## src/rtl/iosl_pkg.sv

```systemverilog
package iosl_pkg;

    localparam logic [2:0] CMD_IO_RD = 3'b101;
    localparam logic [2:0] CMD_IO_WR = 3'b100;

    typedef enum logic [2:0] {
        ST_IDLE,
        ST_STROBE,
        ST_WAIT,
        ST_HOLD_ACK,
        ST_HOLD_ERR
    } iosl_state_e;

    typedef enum logic [1:0] {
        ACC_NONE,
        ACC_READ,
        ACC_WRITE,
        ACC_BAD
    } iosl_kind_e;

endpackage

```

## src/rtl/iosl_sync.sv

```systemverilog
module iosl_sync #(
    parameter int         W       = 1,
    parameter logic [W-1:0] RST_VAL = '0
) (
    input  logic         clk,
    input  logic         rst,
    input  logic [W-1:0] d,
    output logic [W-1:0] q
);
    logic [W-1:0] s1_q, s2_q;

    always_ff @(posedge clk) begin
        if (rst) begin
            s1_q <= RST_VAL;
            s2_q <= RST_VAL;
        end else begin
            s1_q <= d;
            s2_q <= s1_q;
        end
    end

    assign q = s2_q;
endmodule

```

## src/rtl/iosl_decode.sv

```systemverilog
module iosl_decode
    import iosl_pkg::*;
#(
    parameter int ADDR_W = 20,
    parameter int OFS_W  = 4,
    parameter int SEL_W  = 8,
    parameter logic [(2**OFS_W)-1:0] IMPL_MASK = 16'h00FF
) (
    input  logic [ADDR_W-1:0] addr,
    input  logic [2:0]        cmd,
    input  logic [SEL_W-1:0]  base,
    output iosl_kind_e        kind,
    output logic [OFS_W-1:0]  ofs
);
    localparam int IO_TOP = OFS_W + SEL_W;

    logic sel_hit, upper_zero, implemented;

    assign ofs         = addr[OFS_W-1:0];
    assign sel_hit     = (addr[IO_TOP-1:OFS_W] == base);
    assign implemented = IMPL_MASK[ofs];

    generate
        if (ADDR_W > IO_TOP) begin : g_upper
            assign upper_zero = (addr[ADDR_W-1:IO_TOP] == '0);
        end else begin : g_noupper
            assign upper_zero = 1'b1;
        end
    endgenerate

    always_comb begin
        kind = ACC_NONE;
        if (sel_hit && upper_zero && (cmd == CMD_IO_RD || cmd == CMD_IO_WR)) begin
            if (!implemented)
                kind = ACC_BAD;
            else if (cmd == CMD_IO_RD)
                kind = ACC_READ;
            else
                kind = ACC_WRITE;
        end
    end
endmodule

```

## src/rtl/iosl_ctrl.sv

```systemverilog
module iosl_ctrl
    import iosl_pkg::*;
#(
    parameter int OFS_W  = 4,
    parameter int DATA_W = 8
) (
    input  logic              clk,
    input  logic              rst,
    input  logic              strb,
    input  iosl_kind_e        kind,
    input  logic [OFS_W-1:0]  ofs,
    input  logic [DATA_W-1:0] wdata,
    input  logic [DATA_W-1:0] loc_rdata,
    input  logic              loc_done,
    input  logic              loc_fail,
    output logic [OFS_W-1:0]  loc_addr,
    output logic              loc_rd,
    output logic              loc_wr,
    output logic [DATA_W-1:0] loc_wdata,
    output logic [DATA_W-1:0] bus_rdata,
    output logic              bus_rdata_oe,
    output logic              bus_ack_pull,
    output logic              bus_err_pull
);
    typedef struct packed {
        iosl_state_e       st;
        logic              rd;
        logic              wr;
        logic              is_rd;
        logic [OFS_W-1:0]  addr;
        logic [DATA_W-1:0] wdat;
        logic [DATA_W-1:0] rdat;
        logic              oe;
        logic              ack;
        logic              err;
    } ctrl_t;

    localparam ctrl_t CTRL_RST = '{st: ST_IDLE, default: '0};

    ctrl_t c_d, c_q;

    always_comb begin
        c_d    = c_q;
        c_d.rd = 1'b0;
        c_d.wr = 1'b0;
        unique case (c_q.st)
            ST_IDLE: begin
                if (strb) begin
                    unique case (kind)
                        ACC_READ: begin
                            c_d.st    = ST_STROBE;
                            c_d.rd    = 1'b1;
                            c_d.is_rd = 1'b1;
                            c_d.addr  = ofs;
                        end
                        ACC_WRITE: begin
                            c_d.st    = ST_STROBE;
                            c_d.wr    = 1'b1;
                            c_d.is_rd = 1'b0;
                            c_d.addr  = ofs;
                            c_d.wdat  = wdata;
                        end
                        ACC_BAD: begin
                            c_d.st  = ST_HOLD_ERR;
                            c_d.err = 1'b1;
                        end
                        default: ;
                    endcase
                end
            end
            ST_STROBE, ST_WAIT: begin
                if (loc_done) begin
                    c_d.st  = ST_HOLD_ACK;
                    c_d.ack = 1'b1;
                    c_d.oe  = c_q.is_rd;
                    if (c_q.is_rd)
                        c_d.rdat = loc_rdata;
                end else if (loc_fail) begin
                    c_d.st  = ST_HOLD_ERR;
                    c_d.err = 1'b1;
                end else begin
                    c_d.st = ST_WAIT;
                end
            end
            ST_HOLD_ACK, ST_HOLD_ERR: begin
                if (!strb) begin
                    c_d.st  = ST_IDLE;
                    c_d.ack = 1'b0;
                    c_d.err = 1'b0;
                    c_d.oe  = 1'b0;
                end
            end
            default: c_d = CTRL_RST;
        endcase
    end

    always_ff @(posedge clk) begin
        if (rst) c_q <= CTRL_RST;
        else     c_q <= c_d;
    end

    assign loc_addr     = c_q.addr;
    assign loc_rd       = c_q.rd;
    assign loc_wr       = c_q.wr;
    assign loc_wdata    = c_q.wdat;
    assign bus_rdata    = c_q.rdat;
    assign bus_rdata_oe = c_q.oe;
    assign bus_ack_pull = c_q.ack;
    assign bus_err_pull = c_q.err;

    // the two completion lines are exclusive, and data is driven only with acknowledge
    a_r11_ack_err_excl: assert property (@(posedge clk) disable iff (rst)
        !(bus_ack_pull && bus_err_pull));
    a_r11_oe_needs_ack: assert property (@(posedge clk) disable iff (rst)
        bus_rdata_oe |-> bus_ack_pull);
    // local requests are single-cycle and never both
    a_r2_rd_pulse: assert property (@(posedge clk) disable iff (rst)
        loc_rd |=> !loc_rd);
    a_r3_wr_pulse: assert property (@(posedge clk) disable iff (rst)
        loc_wr |=> !loc_wr);
    a_r3_rd_wr_excl: assert property (@(posedge clk) disable iff (rst)
        !(loc_rd && loc_wr));
    // an acknowledge only follows a local success pulse
    a_r8_ack_after_done: assert property (@(posedge clk) disable iff (rst)
        $rose(bus_ack_pull) |-> $past(loc_done));
    // read byte held while acknowledge stays up; release once strobe gone
    a_r9_rdata_hold: assert property (@(posedge clk) disable iff (rst)
        (bus_ack_pull && $past(bus_ack_pull)) |-> $stable(bus_rdata));
    a_r9_release: assert property (@(posedge clk) disable iff (rst)
        ((bus_ack_pull || bus_err_pull) && !strb) |=> !(bus_ack_pull || bus_err_pull));
endmodule

```

## src/rtl/iosl_slave.sv

```systemverilog
module iosl_slave
    import iosl_pkg::*;
#(
    parameter int ADDR_W = 20,
    parameter int DATA_W = 8,
    parameter int OFS_W  = 4,
    parameter int SEL_W  = 8,
    parameter logic [(2**OFS_W)-1:0] IMPL_MASK = 16'h00FF
) (
    input  logic              clk,
    input  logic              bus_rst_n,
    input  logic [ADDR_W-1:0] bus_addr,
    input  logic [2:0]        bus_cmd,
    input  logic              bus_dstb_n,
    input  logic [DATA_W-1:0] bus_wdata,
    input  logic [SEL_W-1:0]  card_base,
    output logic [DATA_W-1:0] bus_rdata,
    output logic              bus_rdata_oe,
    output logic              bus_ack_pull,
    output logic              bus_err_pull,
    output logic [OFS_W-1:0]  loc_addr,
    output logic              loc_rd,
    output logic              loc_wr,
    output logic [DATA_W-1:0] loc_wdata,
    input  logic [DATA_W-1:0] loc_rdata,
    input  logic              loc_done,
    input  logic              loc_fail
);
    localparam int SYNC_W = 1 + 3 + ADDR_W + DATA_W;
    localparam logic [SYNC_W-1:0] SYNC_RST = {1'b1, {(SYNC_W-1){1'b0}}};

    logic                rst;
    logic [SYNC_W-1:0]   sync_q;
    logic                dstb_n_s;
    logic [2:0]          cmd_s;
    logic [ADDR_W-1:0]   addr_s;
    logic [DATA_W-1:0]   wdata_s;
    iosl_kind_e          kind;
    logic [OFS_W-1:0]    ofs;

    assign rst = !bus_rst_n;

    iosl_sync #(.W(SYNC_W), .RST_VAL(SYNC_RST)) sync_i (
        .clk (clk),
        .rst (rst),
        .d   ({bus_dstb_n, bus_cmd, bus_addr, bus_wdata}),
        .q   (sync_q)
    );

    assign {dstb_n_s, cmd_s, addr_s, wdata_s} = sync_q;

    iosl_decode #(
        .ADDR_W(ADDR_W), .OFS_W(OFS_W), .SEL_W(SEL_W), .IMPL_MASK(IMPL_MASK)
    ) decode_i (
        .addr (addr_s),
        .cmd  (cmd_s),
        .base (card_base),
        .kind (kind),
        .ofs  (ofs)
    );

    iosl_ctrl #(.OFS_W(OFS_W), .DATA_W(DATA_W)) ctrl_i (
        .clk          (clk),
        .rst          (rst),
        .strb         (!dstb_n_s),
        .kind         (kind),
        .ofs          (ofs),
        .wdata        (wdata_s),
        .loc_rdata    (loc_rdata),
        .loc_done     (loc_done),
        .loc_fail     (loc_fail),
        .loc_addr     (loc_addr),
        .loc_rd       (loc_rd),
        .loc_wr       (loc_wr),
        .loc_wdata    (loc_wdata),
        .bus_rdata    (bus_rdata),
        .bus_rdata_oe (bus_rdata_oe),
        .bus_ack_pull (bus_ack_pull),
        .bus_err_pull (bus_err_pull)
    );

    // one clock into reset, every output is released
    a_r1_reset_release: assert property (@(posedge clk)
        $past(rst) |-> !(bus_ack_pull || bus_err_pull || bus_rdata_oe || loc_rd || loc_wr));
endmodule

```

## config.mk

```make
export PLATFORM = sky130hd
export DESIGN_NAME = iosl_slave
export DESIGN_NICKNAME = d
export VERILOG_FILES = /design/src/rtl/iosl_pkg.sv /design/src/rtl/iosl_sync.sv /design/src/rtl/iosl_decode.sv /design/src/rtl/iosl_ctrl.sv /design/src/rtl/iosl_slave.sv
export SDC_FILE = /design/constraint.sdc
export NUM_CORES = 1
export LEC_CHECK = 0
export BUFFER_PORTS_ARGS = -buffer_cell sky130_fd_sc_hd__clkbuf_2
export CORE_ASPECT_RATIO = 0.75
export CORE_MARGIN = 2
export CORE_UTILIZATION = 50
export DETAILED_ROUTE_END_ITERATION = 16
export PLACE_DENSITY = 0.75
export REMOVE_ABC_BUFFERS = 1
export SETUP_SLACK_MARGIN = 0.3
export SLEW_MARGIN = 20
export SYNTH_ARGS = -nofsm -noshare
export SYNTH_HDL_FRONTEND = slang
export SYNTH_SLANG_ARGS = --single-unit
```

## constraint.sdc

```tcl
create_clock -name clk -period 6.35 [get_ports clk]
set_input_delay 0.635 -clock clk [delete_from_list [all_inputs] [get_ports clk]]
set_output_delay 0.635 -clock clk [all_outputs]
set_load 0.02 [all_outputs]
```

==> PnR_summary.wiki <==
{| class="wikitable"
! Metric !! Value
|-
| Sort of element at the end of the critical path || register
|-
| Residual antenna-violating net count after detailed routing || 0
|-
| Initial antenna violation count || 0
|-
| Count of non-filler cells in the finished layout || 467
|-
| Post-layout util || between 50 and 60%
|-
| Largest delay contributor family on the critical path || simple AND/OR/NAND/NOR gates
|-
| CTS tree || done
|-
| Final Total Pwr || 1.01 mW
|-
| Total net switching power || 0.219 mW
|-
| Transition time of the tightest slew-check pin || 0.980 ns
|-
| Primary FF master, synth || dfxtp_1
|-
| Clock buffers created by TritonCTS || 9
|-
| Highest-delay cell along the critical path || ha_1
|-
| Hold Path Class || register to register
|-
| Hold buffers post-CTS || 0
|-
| Top achievable clock speed || 402 MHz
|-
| CP Data Required Time || 6.55 ns
|-
| Clock share of power || between 30% and 40%
|-
| Violation count after the first detailed-routing iteration || 116
|-
| Max-slew headroom || 34.7%
|-
| Final GP Congestion || 0.804
|-
| Global-route wire length before repair || 9.50 mm
|-
| Setup repair after global routing missed its margin || no
|-
| Area of the die || approximately 7400 sq um
|-
| Cell accounting for the most synthesized area || dfxtp_1
|-
| Antenna Diode Count || 0
|-
| CTS sink cnt || 94
|-
| Mapped Cells || 333
|-
| Longest Clk Path Bufs || 2
|-
| Post-CTS Setup Repair Bufs || 0
|-
| Clock transition at path regs || 0.08 ns
|-
| Sum of routed wire length over all layers || 5.66 mm
|-
| Flop and latch count out of synthesis || 94
|-
| Clock period minus worst slack || 2.49 ns
|-
| I/O pin cnt || 77
|-
| Number of slew-limit violations in the final report || 0
|-
| Kind of start point of the critical path || register
|-
| Final HPWL DP || between 3 and 4 mm
|-
| Global Route Usage Sum || 16.3%
|-
| Crit Path Class || register to register
|-
| Arrival time at the worst endpoint || 2.68 ns
|-
| Core box area || between 6000 and 7000 sq um
|-
| Synth top area cells || dfxtp_1, and2_1, buf_4
|-
| Input/output buffers || 76
|-
| Number of standard-cell rows in the floorplan || 25
|-
| Register share of total power || 60.8%
|-
| Final Hold Viols || 0
|-
| Vert. Die Dim || approximately 75 um
|-
| Fraction of power consumed by combinational cells || roughly 4.5%
|-
| Post-synthesis sequential area ratio || 55.8%
|-
| Yosys Warn Count || 0
|-
| Net switching fraction of the power || 21.7%
|-
| Synth top area share || 55.8%
|-
| Fraction of the cycle the final worst path needs || 39.2%
|-
| Area Overhead vs Synth || 12.2%
|-
| Register-to-register setup slack || 3.86 ns
|-
| Post-synthesis cell type count || 41
|-
| H-Tree Level Count || 3
|-
| Sequence of cells on the critical path || nor4_1 > nand4_1 > or3_1 > a31oi_1 > ha_1 > nand2_1 > nand3_1 > a21oi_1
|-
| Worst IR drop on VDD || 0.188 mV
|-
| Worst slack after detailed placement || around 3.6 ns
|-
| Design internal power || about 0.79 mW
|-
| Number of synthesized flops with an enable pin || 0
|-
| GRT overflow || 0
|-
| Number of fill cells || between 500 and 600
|-
| Library cell with the highest instance count after synthesis || dfxtp_1
|-
| Area occupied by registers || ~1900 sq um
|-
| Detailed-route wire length per cell || 12.1 um
|-
| Number of iterations in the first detailed-routing pass || 4
|-
| Quantity of gates resized following cts || 0
|-
| Via count of the first global-routing pass || ~2,200
|-
| Initial cell density of the core || 52.6%
|-
| Cell Area, Synth || 3370 sq um
|-
| Final number of setup-violating endpoints || 0
|-
| Result of the run || finished clean
|-
| Worst clock skew || ~0.0063 ns
|-
| Clock root buffer || clkbuf_8
|-
| Pin count of the biggest net entering global routing || 72
|-
| Largest fanout on the critical path || 11
|-
| Number of buffers and inverters on the critical path || 0
|-
| Mean area per synthesized cell || 10.1 sq um
|-
| Total leakage power || 1.57 nW
|-
| Max-capacitance violation count || 0
|-
| Cell count after placement || 451
|-
| Top cell types by occurrence after synthesis || dfxtp_1, and2_1, a21oi_1, buf_4, nand3_1
|-
| Pwr/cell area || 267 nW/um^2
|-
| Largest stage delay on the critical path || 0.43 ns
|-
| Fin worst setup slack || around 3.9 ns
|-
| Share of flip-flops with an asynchronous set or reset || 0%
|-
| Remaining DRCs || 0
|-
| Die boundary width || 98.8 um
|-
| Via-per-instance ratio || around 5
|-
| Fraction of final layout cells sized beyond drive strength 1 || 24.4%
|-
| Clock insertion delay at the later pin of the skew report || 0.34 ns
|-
| TNS Setup || 0 ns
|-
| Vias after detailed routing || 2,304
|-
| Final net count || ~440
|-
| Area taken by multi-input logic gates || 1230 sq um
|}
-- logic make-up after synthesis --
family / count (synthesis) / synth area share (%)
buffers and inverters: 43 / 7.76
AOI/OAI and AO/OA: 48 / 8.69
muxes: 1 / 0.334
adders and majority gates: 5 / 1.78
DFF: 94 / 55.8
and+or+nand+nor: 133 / 23.3
xor gates and xnor gates: 9 / 2.34
-- final timing paths --
path / to / depth (start not counted) / startpoint
worst min-delay path: sync_i.q[31] / 1 / sync_i.s1_q[31]
worst max-delay path: ctrl_i.loc_wdata[6] / 8 / sync_i.q[21]
worst min register to register: sync_i.q[31] / 1 / sync_i.s1_q[31]
worst max register to register: ctrl_i.loc_wdata[6] / 8 / sync_i.q[21]
-- cell usage in the layout (no fill, tap or decap), drive strengths merged, types with 2 or more instances in the layout --
cell type	netlist	final
dfxtp	94	94
clkbuf	11	88
and2	62	62
a21oi	25	25
nand3	19	19
nand2	14	14
o21ai	11	11
nand4	10	10
xnor2	9	9
nand3b	5	5
nor2	5	5
inv	4	5
nand2b	4	4
ha	4	4
nor2b	3	3
nor4	3	3
clkinv	0	3
a31oi	2	2
and2b	2	2
and3	2	2
-- layer usage --
metal / up-vias / GRT usage, % / routed length, um / part of all wire (%)
li1: 1191 / - / - / -
met1: 1036 / 21.0 / 2750 / 49
met2: 73 / 25.6 / 2440 / 43
met3: 4 / 6.04 / 437 / 7.7
met4: 0 / 5.78 / 27 / 0.48
met5: - / 0 / 0 / 0
-- power groups by stage --
| stage | logic, mW | registers [mW] | clock network, mW |
|---|---|---|---|
| 4_1_cts | 0.0467 | 0.613 | 0.364 |
| 6_report | 0.0458 | 0.613 | 0.350 |
| 5_1_grt | 0.0526 | 0.615 | 0.386 |
| 3_3_place_gp | 0.0455 | 0.627 | 0 |
| 3_5_place_dp | 0.0465 | 0.627 | 0 |
| 2_1_floorplan | 0.0221 | 0.626 | 0 |
-- state kept, by name (all words and copies together) (netlist names) --
register / cells
ctrl_i.loc_wdata: 8
ctrl_i.c_q: 4
ctrl_i.loc_wr: 1
decode_i.implemented: 1
ctrl_i.bus_rdata: 8
ctrl_i.bus_rdata_oe: 1
sync_i.q: 32
sync_i.s1_q: 32
ctrl_i.loc_addr: 4
ctrl_i.loc_rd: 1
ctrl_i.bus_ack_pull: 1
ctrl_i.bus_err_pull: 1
-- worst register-to-register path, stage by stage, from the launching register on --
cell and delay [ns]:
dfxtp_1 0.31, nor4_1 0.34, nand4_1 0.16, or3_1 0.35
a31oi_1 0.22, ha_1 0.43, nand2_1 0.29, nand3_1 0.17
a21oi_1 0.08
-- final cells by class --
class	count	area share (%)
multi-input combinational	196	32.5
timing repair buffer	76	10.1
clock buffer	12	3.84
sequential	94	49.8
inverter	4	0.397
clock inverter	4	0.827
tap	81	2.68
-- metrics by stage --
step | area (sq um) | hold slack, ns
floorplan | 3120 | 0.386
global placement | 3610 | 0.402
detailed placement | 3610 | 0.409
CTS | 3780 | 0.440
global route | 3780 | 0.448
finish | 3780 | 0.430
(Power assumes the default switching activity.)
